--- config.mk ---
export PLATFORM = sky130hd
export DESIGN_NAME = dc_offset_recon
export DESIGN_NICKNAME = d
export VERILOG_FILES = /design/src/rtl/dc_offset_recon.sv
export SDC_FILE = /design/constraint.sdc
export NUM_CORES = 1
export LEC_CHECK = 0
export BUFFER_PORTS_ARGS = -buffer_cell sky130_fd_sc_hd__buf_2
export CORE_MARGIN = 2
export CORE_UTILIZATION = 65
export CTS_CLUSTER_SIZE = 16
export DETAILED_ROUTE_END_ITERATION = 10
export PLACE_DENSITY_LB_ADDON = 0.08
export SLEW_MARGIN = 5
export SYNTH_ARGS = -nofsm -noshare
export SYNTH_HDL_FRONTEND = slang
export SYNTH_SLANG_ARGS = --single-unit
--- constraint.sdc ---
create_clock -name clk -period 13.9 [get_ports clk]
set_clock_uncertainty 0.15 [all_clocks]
set_input_delay 4.17 -clock clk [delete_from_list [all_inputs] [get_ports clk]]
set_output_delay 4.17 -clock clk [all_outputs]
set_load 0.01 [all_outputs]
--- src/rtl/dc_offset_recon.sv ---
module dc_offset_recon #(
  parameter int DC_W   = 12,
  parameter int PIX_W  = 8,
  parameter int PROD_W = 20
) (
  input  logic             clk,
  input  logic             rst_n,
  input  logic             blk_start,
  input  logic [DC_W-1:0]  blk_dc,
  input  logic [1:0]       blk_shape,
  input  logic             pix_in_valid,
  input  logic [PIX_W-1:0] pix_in_data,
  output logic             pix_in_ready,
  output logic             pix_out_valid,
  output logic [PIX_W-1:0] pix_out_data,
  input  logic             pix_out_ready,
  output logic             blk_done
);
  localparam int MAX_PIX = 64;
  localparam int CNT_W   = $clog2(MAX_PIX) + 1;
  localparam logic signed [PROD_W-1:0] K1   = 1;
  localparam logic signed [PROD_W-1:0] K4   = 4;
  localparam logic signed [PROD_W-1:0] K64  = 64;
  localparam logic signed [PROD_W-1:0] PMAX = (1 << PIX_W) - 1;

  logic                     busy;
  logic signed [PROD_W-1:0] ofs;
  logic [CNT_W-1:0]         in_left, out_left;

  logic signed [PROD_W-1:0] dcx, s1, s2, pix_x, sum;
  logic [PIX_W-1:0]         pix_sat;
  logic [CNT_W-1:0]         npix;
  logic                     in_fire, out_fire;

  // stage 1 depends on width, stage 2 on height
  assign dcx = PROD_W'(signed'(blk_dc));
  assign s1  = blk_shape[1] ? (((dcx <<< 1) + dcx + K1) >>> 1)
                            : (((dcx <<< 4) + dcx + K4) >>> 3);
  assign s2  = blk_shape[0] ? (((s1 <<< 3) + (s1 <<< 2) + K64) >>> 7)
                            : (((s1 <<< 4) + s1 + K64) >>> 7);
  assign npix = CNT_W'(16) << ({1'b0, blk_shape[1]} + {1'b0, blk_shape[0]});

  assign pix_x = $signed({{(PROD_W-PIX_W){1'b0}}, pix_in_data});
  assign sum   = pix_x + ofs;

  always_comb begin
    if (sum < 0)         pix_sat = '0;
    else if (sum > PMAX) pix_sat = '1;
    else                 pix_sat = sum[PIX_W-1:0];
  end

  assign pix_in_ready = busy && (in_left != '0) && (!pix_out_valid || pix_out_ready);
  assign in_fire      = pix_in_valid && pix_in_ready;
  assign out_fire     = pix_out_valid && pix_out_ready;

  always_ff @(posedge clk) begin
    if (!rst_n) begin
      busy          <= 1'b0;
      ofs           <= '0;
      in_left       <= '0;
      out_left      <= '0;
      pix_out_valid <= 1'b0;
      pix_out_data  <= '0;
      blk_done      <= 1'b0;
    end else begin
      blk_done <= 1'b0;
      if (!busy && blk_start) begin
        busy     <= 1'b1;
        ofs      <= s2;
        in_left  <= npix;
        out_left <= npix;
      end
      if (in_fire) begin
        pix_out_valid <= 1'b1;
        pix_out_data  <= pix_sat;
        in_left       <= in_left - CNT_W'(1);
      end else if (out_fire) begin
        pix_out_valid <= 1'b0;
      end
      if (out_fire) begin
        out_left <= out_left - CNT_W'(1);
        if (out_left == CNT_W'(1)) begin
          busy     <= 1'b0;
          blk_done <= 1'b1;
        end
      end
    end
  end
endmodule


==> flow_metrics.env <==
export IMPL_io_buffers=37
export IMPL_drt_wl_total_um=10700
export IMPL_multiInputGateArea_um2=3680
export IMPL_crit_type="in2out"
export IMPL_arrival_ns=4.82
export IMPL_synth_area_leaders="ha_1 (21%), dfxtp_1 (16%), a21oi_1 (6.5%), xnor2_1 (4.1%), o21ai_0 (3.9%)"
export IMPL_synth_xor_area_share_pct=7.31
export IMPL_synth_ff_type="dfxtp_1"
export IMPL_rsz0062_at_grt="no"
export IMPL_synth_adder_area_share_pct=21.7
export IMPL_start_util_pct=68.1
export IMPL_synth_top_area_share_pct=20.9
export IMPL_cts_setup_buffers=0
export IMPL_yosys_area_top_type="ha_1"
export IMPL_synth_mux_area_fraction_pct=1.87
export IMPL_slew_headroom_pct=30.4
export IMPL_pwr_share_seq_pct=20.1
export IMPL_critPathLaunchType="input pin"
export IMPL_p_comb_share_pct=61.7
export IMPL_ctsHoldBuffers=0
export IMPL_area_growth_pct=7.57
export IMPL_drive_gt1_share_pct=11.7
export IMPL_synth_top_family_by_area="compound AO/OA/AOI/OAI gates"
export IMPL_row_count=30
export IMPL_syn_inst=587
export IMPL_cts_max_level=2
export IMPL_clk_insertion_delay_late_ns=0.30
export IMPL_dp_hpwl_um=8580
export IMPL_power_density_nw_per_um2=127
export IMPL_synth_commonest_cells="ha_1 (78), a21oi_1 (61), nand2_1 (44), nor2_1 (42), dfxtp_1 (38)"
export IMPL_max_clock_freq_mhz=109
export IMPL_leakage_nw=2.34
export IMPL_die_area_um2=7890
export IMPL_cp_max_fo=4
export IMPL_clk_path_buf_depth=2
export IMPL_setup_viol_count_final=0
export IMPL_cts_made_buffers=5
export IMPL_grt_use_total_pct=28.2
export IMPL_synth_area_per_cell_um2=7.96
export IMPL_antenna_found_initial=0
export IMPL_synth_edf_count=0
export IMPL_period_share_pct=65.7
export IMPL_grt_max_degree=31
export IMPL_cp_data_required_time_ns=9.58
export IMPL_startpoint="pix_out_ready"
export IMPL_ys_seq_area_share_pct=16.3
export IMPL_drc_errors=0
export IMPL_fin_setup_tns_ns=0
export IMPL_clkSinkCount=38
export IMPL_ios=38
export IMPL_syn_area_um2=4670
export IMPL_ir_drop_uv=94.2
export IMPL_fp_dieW_um=88.8
export IMPL_cts_tree="yes"
export IMPL_clockRootBuffer="clkbuf_8"
export IMPL_hold_violations=0
export IMPL_grt_pass1_wl_um=18100
export IMPL_firstDrtPassIters=4
export IMPL_yosysUniqueCellTypes=78
export IMPL_switching_power_uw=273
export IMPL_yosysMostFrequentCell="ha_1"
export IMPL_worst_slew_pin_slew_ns=1.04
export IMPL_grt_pass1_vias=4098
export IMPL_seqCellArea_um2=761
export IMPL_synth_nets=694
export IMPL_min_delay_start="out_left[6]"
export IMPL_fin_crit_ns=9.14
export IMPL_vias_per_cell=6.19
export IMPL_internal_power_uw=366
export IMPL_clockPowerShare_pct=18.2
export IMPL_grt_overflow_total=0
export IMPL_endpoint_kind="output pin"
export IMPL_synth_simple_area_share_pct=16.9
export IMPL_die_h_um=88.8
export IMPL_ys_warn_count=0
export IMPL_fillerInstances=563
export IMPL_drtIter0Drc=159
export IMPL_ys_ff_latch=38
export IMPL_maxCapViolCount=0
export IMPL_synthArstFlopShare_pct=0
export IMPL_antenna_left=0
export IMPL_num_antenna_cells=0
export IMPL_whs_ns=0.342
export IMPL_wl_per_cell_um=15.1
export IMPL_min_path_type="reg2reg"
export IMPL_globalplace_congestion=0.922
export IMPL_core_area_um2=6870
export IMPL_layout_nets=719
export IMPL_ctsResizeCount=0
export IMPL_rr_startpoint="ofs[0]"
export IMPL_clkTransAtPathRegs_ns=0.08
export IMPL_vias=4390
export IMPL_status="completed"
export IMPL_p_sw_share_pct=42.7
export IMPL_synth_compound_area_share_pct=30.9
export IMPL_slew_violations=0
==> cell type report <==
cell class / count / area share (%)
multi-input cells: 494 / 73.2
flip-flops and latches: 38 / 15.1
repair buffers: 37 / 3.68
inverters: 36 / 2.74
well taps: 96 / 2.39
clock buffers: 6 / 1.64
clock inverters: 2 / 1.19
==> per-layer routing <==
metal	wire [um]	track usage (%)	vias to the layer above
li1	-	-	2244
met1	4700	34.6	2029
met2	5410	50.2	95
met3	337	3.17	22
met4	255	11.0	0
met5	0	0	-
==> cell families after synthesis <==
family	after synthesis
adder cells (fa/ha/maj)	80
AND/OR/NAND/NOR	162
buffers and inverters	55
XOR/XNOR	39
flip-flops	38
multiplexers	7
AO/OA/AOI/OAI	206
==> power groups by stage <==
stage	combinational (mW)	sequential, mW	clock, mW
2_1_floorplan	0.309	0.130	0
3_3_place_gp	0.375	0.130	0
3_5_place_dp	0.387	0.131	0
4_1_cts	0.390	0.128	0.117
5_1_grt	0.441	0.130	0.121
6_report	0.394	0.128	0.116
==> worst max-delay path: stages <==
cell and delay (ns):
buf_2 0.10, nand2b_1 0.12, nand2_1 0.07, a21oi_1 0.18, buf_2 0.17
==> flip-flops by register name, indices dropped and copies added (netlist names) <==
signal / cells
blk_done: 1
busy: 1
in_left: 7
ofs: 13
out_left: 7
pix_out_data: 8
pix_out_valid: 1
==> worst paths after layout <==
path                          end  slack [ns]  cells after the start
setup / recovery     pix_in_ready        4.76                      5
hold / removal        out_left[6]        0.34                      1
setup reg to reg  pix_out_data[0]       10.71                     11
hold reg to reg       out_left[6]        0.34                      1
==> stage by stage <==
step	power, mW	cells	utilization (%)	cell area (um^2)	setup slack, ns
after floorplan	0.438	587	-	4670	5.00
after global placement	0.505	701	71.1	4890	4.78
after detailed placement	0.517	701	71.1	4890	4.68
after CTS	0.635	709	73.2	5030	4.76
after global routing	0.691	709	73.2	5030	4.57
final	0.638	709	73.2	5030	4.76
==> cell usage in the layout, fill, tap and decap left out, types with 4 or more instances in the layout <==
cell type | synthesis | final
xnor2_1 | 22 | 22
a21o_1 | 17 | 17
clkbuf_8 | 0 | 6
nand2_1 | 44 | 44
o211a_1 | 4 | 4
o21bai_1 | 5 | 5
buf_2 | 2 | 37
o311ai_0 | 4 | 4
a31oi_1 | 12 | 12
a21o_2 | 4 | 4
nor2b_1 | 5 | 4
nand3_1 | 15 | 15
ha_1 | 78 | 78
nor2_1 | 42 | 42
mux2i_1 | 4 | 4
or3_1 | 7 | 7
inv_1 | 35 | 35
a21oi_1 | 61 | 61
a311oi_1 | 4 | 4
o21ai_0 | 36 | 36
o211ai_1 | 4 | 4
and2_1 | 4 | 4
nand4_1 | 4 | 4
nand2b_1 | 6 | 6
o21a_1 | 8 | 8
nor3_1 | 11 | 11
and3_1 | 4 | 4
xor2_1 | 17 | 17
dfxtp_1 | 38 | 38
a221oi_1 | 5 | 5
No activity file was read; power rests on OpenSTA's default activity.
